$ cat src/rtl/mii_rx_pkg.sv
// Package: shared state encoding and CRC constants for the nibble receiver.
// Assumes the CRC register is kept in reflected (LSB = x^31) orientation.
package mii_rx_pkg;

    typedef enum logic [2:0] {
        ST_IDLE,
        ST_HUNT,
        ST_BAD,
        ST_RECV,
        ST_DRAIN,
        ST_VERDICT,
        ST_FINISH
    } rx_state_t;

    // Reflected form of 0x04C11DB7.
    localparam logic [31:0] CRC_POLY_REFL    = 32'hEDB88320;
    // Reflected form of the good-frame residue 0xC704DD7B.
    localparam logic [31:0] CRC_RESIDUE_REFL = 32'hDEBB20E3;

endpackage

$ cat src/rtl/mii_rx_delay.sv
// Delay line: fixed-latency shift register with a valid bit per stage.
// Assumes push is asserted for exactly the nibbles that belong to the frame
// body; output valid mirrors push DEPTH clocks later.
module mii_rx_delay #(
    parameter int NIB_W = 4,
    parameter int DEPTH = 2
) (
    input  logic             clk,
    input  logic             rst_n,
    input  logic             push,
    input  logic [NIB_W-1:0] din,
    output logic             dout_vld,
    output logic [NIB_W-1:0] dout
);

    logic [NIB_W-1:0] stg [DEPTH];
    logic [DEPTH-1:0] vld;

    // Shift data and valid one stage per clock; reset empties the line.
    always_ff @(posedge clk) begin
        if (!rst_n) begin
            vld <= '0;
            for (int i = 0; i < DEPTH; i++) stg[i] <= '0;
        end else begin
            vld[0] <= push;
            stg[0] <= din;
            for (int i = 1; i < DEPTH; i++) begin
                vld[i] <= vld[i-1];
                stg[i] <= stg[i-1];
            end
        end
    end

    assign dout_vld = vld[DEPTH-1];
    assign dout     = stg[DEPTH-1];

endmodule

$ cat src/rtl/mii_rx_fcs.sv
// FCS checker: CRC-32 over NIB_W bits per clock, LSB of each nibble first,
// with a registered residue compare. Assumes clear and en never coincide.
module mii_rx_fcs
    import mii_rx_pkg::*;
#(
    parameter int NIB_W = 4
) (
    input  logic             clk,
    input  logic             rst_n,
    input  logic             clear,
    input  logic             en,
    input  logic [NIB_W-1:0] din,
    output logic             crc_ok
);

    logic [31:0] crc_q;
    logic [31:0] crc_d;
    logic        fb;

    // Bit-serial unroll of the reflected CRC over one nibble.
    always_comb begin
        crc_d = crc_q;
        fb    = 1'b0;
        for (int b = 0; b < NIB_W; b++) begin
            fb    = crc_d[0] ^ din[b];
            crc_d = {1'b0, crc_d[31:1]} ^ (fb ? CRC_POLY_REFL : 32'h0);
        end
    end

    // CRC register: preset on reset or clear, advance on each valid nibble.
    always_ff @(posedge clk) begin
        if (!rst_n || clear) crc_q <= '1;
        else if (en)         crc_q <= crc_d;
    end

    // Registered residue compare, one clock behind the register.
    always_ff @(posedge clk) begin
        if (!rst_n) crc_ok <= 1'b0;
        else        crc_ok <= (crc_q == CRC_RESIDUE_REFL);
    end


    feed_vs_clear_chk: assert property (@(posedge clk) disable iff (!rst_n)
        en |-> !clear)
        else $error("nibble fed while CRC preset");

endmodule

$ cat src/rtl/mii_rx_fsm.sv
// Control FSM: preamble hunt, frame receive, drain, verdict and report.
// Assumes crc_ok is valid one clock after the last nibble enters the checker
// and that the delay line has DEPTH stages.
module mii_rx_fsm
    import mii_rx_pkg::*;
#(
    parameter int          NIB_W       = 4,
    parameter int          DEPTH       = 2,
    parameter int          MIN_NIBBLES = 8,
    parameter logic [3:0]  PRE_NIB     = 4'h5,
    parameter logic [3:0]  SFD_NIB     = 4'hD
) (
    input  logic             clk,
    input  logic             rst_n,
    input  logic             rx_valid,
    input  logic [NIB_W-1:0] rx_nib,
    input  logic             crc_ok,
    output logic             capture,
    output logic             crc_clear,
    output logic             draining,
    output logic             frame_done,
    output logic             crc_good,
    output logic             frame_err
);

    localparam int LEN_W = $clog2(MIN_NIBBLES + 1);
    localparam int DRN_W = $clog2(DEPTH + 1);

    rx_state_t        state_q, state_d;
    logic [LEN_W-1:0] len_q;
    logic [DRN_W-1:0] drn_q;
    logic             len_ok;
    logic             verdict_good;
    rx_state_t        hunt_next;

    assign len_ok       = (len_q == LEN_W'(MIN_NIBBLES));
    assign verdict_good = (state_q == ST_VERDICT) && crc_ok && len_ok;

    // Classify the current nibble while hunting for the start nibble.
    always_comb begin
        if (rx_nib == NIB_W'(SFD_NIB))      hunt_next = ST_RECV;
        else if (rx_nib == NIB_W'(PRE_NIB)) hunt_next = ST_HUNT;
        else                                hunt_next = ST_BAD;
    end

    // Next-state logic.
    always_comb begin
        state_d = state_q;
        case (state_q)
            ST_IDLE:    if (rx_valid) state_d = hunt_next;
            ST_HUNT:    state_d = rx_valid ? hunt_next : ST_FINISH;
            ST_BAD:     if (!rx_valid) state_d = ST_FINISH;
            ST_RECV:    if (!rx_valid) state_d = ST_DRAIN;
            ST_DRAIN:   if (drn_q == DRN_W'(DEPTH - 1)) state_d = ST_VERDICT;
            ST_VERDICT: state_d = ST_FINISH;
            ST_FINISH:  state_d = ST_IDLE;
            default:    state_d = ST_IDLE;
        endcase
    end

    // State register.
    always_ff @(posedge clk) begin
        if (!rst_n) state_q <= ST_IDLE;
        else        state_q <= state_d;
    end

    // Body length counter, saturating at the minimum length.
    always_ff @(posedge clk) begin
        if (!rst_n || state_q == ST_IDLE)   len_q <= '0;
        else if (capture && !len_ok)        len_q <= len_q + 1'b1;
    end

    // Drain counter: clocks spent emptying the delay line.
    always_ff @(posedge clk) begin
        if (!rst_n || state_q != ST_DRAIN) drn_q <= '0;
        else                               drn_q <= drn_q + 1'b1;
    end

    // Status flags: loaded on entry to the report state, held otherwise.
    always_ff @(posedge clk) begin
        if (!rst_n) begin
            crc_good  <= 1'b0;
            frame_err <= 1'b0;
        end else if (state_d == ST_FINISH && state_q != ST_FINISH) begin
            crc_good  <= verdict_good;
            frame_err <= !verdict_good;
        end
    end

    assign capture    = (state_q == ST_RECV) && rx_valid;
    assign crc_clear  = (state_q == ST_IDLE);
    assign draining   = (state_q == ST_DRAIN);
    assign frame_done = (state_q == ST_FINISH);


    done_pulse_chk: assert property (@(posedge clk) disable iff (!rst_n)
        frame_done |=> !frame_done)
        else $error("done wider than one clock");


    flag_onehot_chk: assert property (@(posedge clk) disable iff (!rst_n)
        frame_done |-> (crc_good ^ frame_err))
        else $error("status flags not exclusive at done");


    flag_hold_chk: assert property (@(posedge clk) disable iff (!rst_n)
        !frame_done |-> $stable({crc_good, frame_err}))
        else $error("status flags moved outside report");


    short_never_good_chk: assert property (@(posedge clk) disable iff (!rst_n)
        (frame_done && crc_good) |-> len_ok)
        else $error("short frame reported good");

endmodule

$ cat src/rtl/mii_rx_frame_ctrl.sv
// Top: nibble receive frame controller. Wires the FSM, the delay line and
// the FCS checker. Assumes rx_nib is synchronous to clk and qualified by
// rx_valid; frames arriving before the controller returns to idle are dropped.
module mii_rx_frame_ctrl #(
    parameter int         NIB_W       = 4,
    parameter int         DEPTH       = 2,
    parameter int         MIN_NIBBLES = 8,
    parameter logic [3:0] PRE_NIB     = 4'h5,
    parameter logic [3:0] SFD_NIB     = 4'hD
) (
    input  logic             clk,
    input  logic             rst_n,
    input  logic             rx_valid,
    input  logic [NIB_W-1:0] rx_nib,
    output logic             data_en,
    output logic [NIB_W-1:0] data_nib,
    output logic             frame_done,
    output logic             crc_good,
    output logic             frame_err
);

    logic capture;
    logic crc_clear;
    logic crc_ok;
    logic draining;

    mii_rx_fsm #(
        .NIB_W(NIB_W), .DEPTH(DEPTH), .MIN_NIBBLES(MIN_NIBBLES),
        .PRE_NIB(PRE_NIB), .SFD_NIB(SFD_NIB)
    ) u_fsm (
        .clk(clk), .rst_n(rst_n), .rx_valid(rx_valid), .rx_nib(rx_nib),
        .crc_ok(crc_ok), .capture(capture), .crc_clear(crc_clear),
        .draining(draining), .frame_done(frame_done),
        .crc_good(crc_good), .frame_err(frame_err)
    );

    mii_rx_delay #(.NIB_W(NIB_W), .DEPTH(DEPTH)) u_delay (
        .clk(clk), .rst_n(rst_n), .push(capture), .din(rx_nib),
        .dout_vld(data_en), .dout(data_nib)
    );

    mii_rx_fcs #(.NIB_W(NIB_W)) u_fcs (
        .clk(clk), .rst_n(rst_n), .clear(crc_clear), .en(data_en),
        .din(data_nib), .crc_ok(crc_ok)
    );


    drain_end_chk: assert property (@(posedge clk) disable iff (!rst_n)
        $fell(data_en) |-> draining)
        else $error("data strobe ended outside the drain");


    report_after_drain_chk: assert property (@(posedge clk) disable iff (!rst_n)
        frame_done |-> !data_en)
        else $error("report before delay line emptied");

endmodule

$ cat config.mk
export PLATFORM = sky130hd
export DESIGN_NAME = mii_rx_frame_ctrl
export DESIGN_NICKNAME = d
export VERILOG_FILES = /design/src/rtl/mii_rx_pkg.sv /design/src/rtl/mii_rx_delay.sv /design/src/rtl/mii_rx_fcs.sv /design/src/rtl/mii_rx_fsm.sv /design/src/rtl/mii_rx_frame_ctrl.sv
export SDC_FILE = /design/constraint.sdc
export NUM_CORES = 1
export LEC_CHECK = 0
export ABC_AREA = 1
export ABC_CLOCK_PERIOD_IN_PS = 4200
export BUFFER_PORTS_ARGS = -buffer_cell sky130_fd_sc_hd__buf_4
export CORE_MARGIN = 2
export CORE_UTILIZATION = 45
export DETAILED_ROUTE_END_ITERATION = 7
export GPL_TIMING_DRIVEN = 1
export PLACE_DENSITY = 0.58
export SETUP_SLACK_MARGIN = 0.4
export SLEW_MARGIN = 20
export SYNTH_ARGS = -nofsm -noshare
export SYNTH_HDL_FRONTEND = slang
export SYNTH_SLANG_ARGS = --single-unit
$ cat constraint.sdc
create_clock -name clk -period 4.2 [get_ports clk]
set_clock_uncertainty 0.1 [all_clocks]
set_input_delay 0.21 -clock clk [delete_from_list [all_inputs] [get_ports clk]]
set_output_delay 0.21 -clock clk [all_outputs]
set_load 0.05 [all_outputs]
==> flow_metrics.py <==
metrics = {
    "synth": {
        "synth_top_area_share": 0.4208,
        "yosys_warnings": 0,
        "synthesis.area_mm2": 0.002569,
        "avgSynthCellArea_um2": 7.297,
        "synth.area.top_cells": "dfxtp_1, nand2_1, inv_1",
        "yosys.area.top_type": "dfxtp_1",
        "syn-num-nets": 362,
        "seq_area_frac_synth": 0.4208,
        "synth_cell_type_count": 28,
        "synth-seq-cells": 54,
        "synth_cells": 352,
    },
    "grt": {
        "grt_pass1_vias": 2069,
        "grt_max_degree": 36,
        "grt_use_total": 0.1862,
        "antenna_found_initial": 0,
        "grt_pass1_wl_mm": 9.149,
        "gr-total-overflow": 0,
    },
    "cells_and_area": {
        "layout_common_cells": "nand2_1, dfxtp_1, inv_1, a21oi_1, nor2_1",
        "seq_area_mm2": 0.001081,
        "final_common_cell": "nand2_1",
        "final_layout_size_suffix_gt1_frac": 0.08219,
        "syn2layout_area_growth_pct": 10.47,
        "antenna_cells": 0,
        "final_nets": 374,
        "fillers": 569,
        "multi_input_area_mm2": 0.001229,
        "finalCoreUtilization": 0.5153,
    },
    "sta": {
        "max_slew_margin": 0.3893,
        "setup_tns_ps": 0,
        "worst_pin_slew_ps": 910.5,
        "fin_crit_ps": 2141,
        "setup_viol": 0,
        "drv_slew": 0,
        "max_freq_ghz": 0.4670,
        "rsz0062_at_grt": "no",
        "period_share": 0.5098,
        "hold_viol": 0,
    },
    "clock_network": {
        "path_clk_slew_ps": 90,
        "ctsRootBufferMaster": "clkbuf_8",
        "numCtsBuffers": 5,
        "clk_latency_ps": 300,
        "ctsHtreeMaxLevel": 2,
        "cts_tree": "yes",
        "cts_max_path_buffers": 2,
        "cts-resized-gates": 0,
        "cts_num_sinks": 54,
    },
    "detailed_routing": {
        "wl_per_cell_um": 12.12,
        "wl_met2_mm": 2.452,
        "ant_nets": 0,
        "highest_layer": "met4",
        "drt-met1-wl_mm": 2.579,
        "routed-wl-met3_um": 194,
        "dr_total_vias": 2091,
        "drt_iter0_markers": 95,
        "drc": 0,
        "vias_per_cell": 4.785,
        "drtPass1Iterations": 5,
        "drt-total-wl_mm": 5.295,
    },
    "outcome": {
        "status": "finished clean",
    },
    "job": {
        "cap_violations": 0,
    },
    "floorplanning": {
        "start_util": 0.4665,
        "fp.dieH_um": 79.55,
        "rows": 27,
        "dieArea_mm2": 0.006328,
        "coreArea_mm2": 0.005507,
        "boundaryPins": 15,
        "die_w_um": 79.55,
    },
    "placement": {
        "gp_congestion": 0.7839,
        "place_hpwl_mm": 3.675,
        "place.port_buffers": 14,
    },
    "power_and_ir_drop": {
        "cellPowerDensity_mw_per_mm2": 325.6,
        "p_leak_nw": 1.306,
        "ir_drop_mv": 0.1906,
    },
    "critical_path": {
        "critPathMaxFanout": 22,
        "crit_type": "reg2reg",
        "crit_arrival_ps": 2280,
        "crit_path_end_kind": "flip-flop",
        "cp.required_ps": 4340,
        "worstSetupStartpointType": "flip-flop",
    },
    "hold_path": {
        "hold_path_class": "in2reg",
    },
}
[per-stage QoR]
step / std cells / total power [mW] / hold WS (ps) / worst slack, ps / cell area, um^2
finish: 437 / 0.9238 / 91.06 / 2059 / 2838
global route: 437 / 0.9658 / 102.8 / 1801 / 2838
CTS: 437 / 0.9361 / 91.59 / 2047 / 2838
detailed placement: 425 / 0.6312 / 301.6 / 2077 / 2703
global placement: 425 / 0.6301 / 294.6 / 2141 / 2703
floorplan: 352 / 0.6081 / 203.5 / 2361 / 2569
[power by group]
| group | switching [mW] | total, mW | internal (mW) | leakage (nW) |
|---|---|---|---|---|
| Clock | 0.169 | 0.302 | 0.133 | 0.0472 |
| Sequential | 0.00566 | 0.525 | 0.519 | 0.439 |
| Combinational | 0.0658 | 0.0972 | 0.0315 | 0.821 |
[cell usage after synthesis]
cell and n:
nand2_1 85, dfxtp_1 54, inv_1 48, a21oi_1 33, nor2_1 30, xor2_1 17, o21ai_0 15, nand3_1 13
clkbuf_1 8, o211ai_1 8, xnor2_1 6, buf_4 4, nand4_1 4, nor3_1 4, nor4_1 4, ha_1 3
o21ai_1 3, nand2_2 2, xnor2_4 2, a31oi_1 1, buf_1 1, buf_2 1, clkinv_1 1, inv_4 1
nand2_4 1, nand3b_1 1, o221ai_1 1, or2_2 1
[cell type report]
cell class / count / share of cell area
well taps: 72 / 0.03175
multi-input cells: 234 / 0.4330
inverters: 50 / 0.06702
repair buffers: 19 / 0.05379
clock inverters: 2 / 0.004409
clock buffers: 6 / 0.02910
flip-flops and latches: 54 / 0.3810
[layer usage]
metal  GRT usage  up-vias
met5           0        -
met4     0.06897        0
met3     0.03167        7
met2      0.3210       37
met1      0.2319      919
li1            -     1128
[path summary, 6_finish.rpt]
check | start | to | slack, ps | cells after the start
worst max register to register | u_fsm.state_q[2]$_SDFF_PN0_ | u_fsm.len_q[2]$_SDFFE_PP0P_ | 2060 | 6
worst min-delay path | rst_n | u_delay.vld[1]$_SDFF_PN0_ | 90 | 3
worst max-delay path | u_fsm.state_q[2]$_SDFF_PN0_ | u_fsm.len_q[2]$_SDFFE_PP0P_ | 2060 | 6
worst min register to register | u_delay.stg[0][3]$_SDFF_PN0_ | u_delay.stg[0][7]$_SDFF_PN0_ | 320 | 2
[sequential cells by signal, summed over array words and instances, names as in the netlist]
name and cells:
u_fsm.frame_err 1, u_fcs.crc_q 32, u_fsm.state_q 3, u_fsm.crc_good 1, u_fsm.drn_q 2, u_fsm.len_q 4
u_fcs.crc_ok 1, u_delay.vld 2, u_delay.stg 8
[logic make-up (layout without fill, tap and decap cells)]
kind of cell               Yosys count  in the layout  synth area share
DFF                                 54             54            0.4208
adders and majority gates            3              3           0.01461
buffers and inverters               64             77            0.1008
xor gates and xnor gates            25             25           0.09985
AOI/OAI and AO/OA                   61             61            0.1286
and+or+nand+nor                    145            145            0.2353
[timing repair]
action	in CTS	in global routing
hold buffers	4	0
setup buffers	0	0
endpoints found under the hold margin	4	0
[critical path, stage by stage (launching register included)]
cell and delay, ps:
dfxtp_1 380, inv_1 130, nand2_1 110, nand2_1 450
inv_1 600, o21ai_0 170, a21oi_1 130
Power figures use the tool's default switching activity.
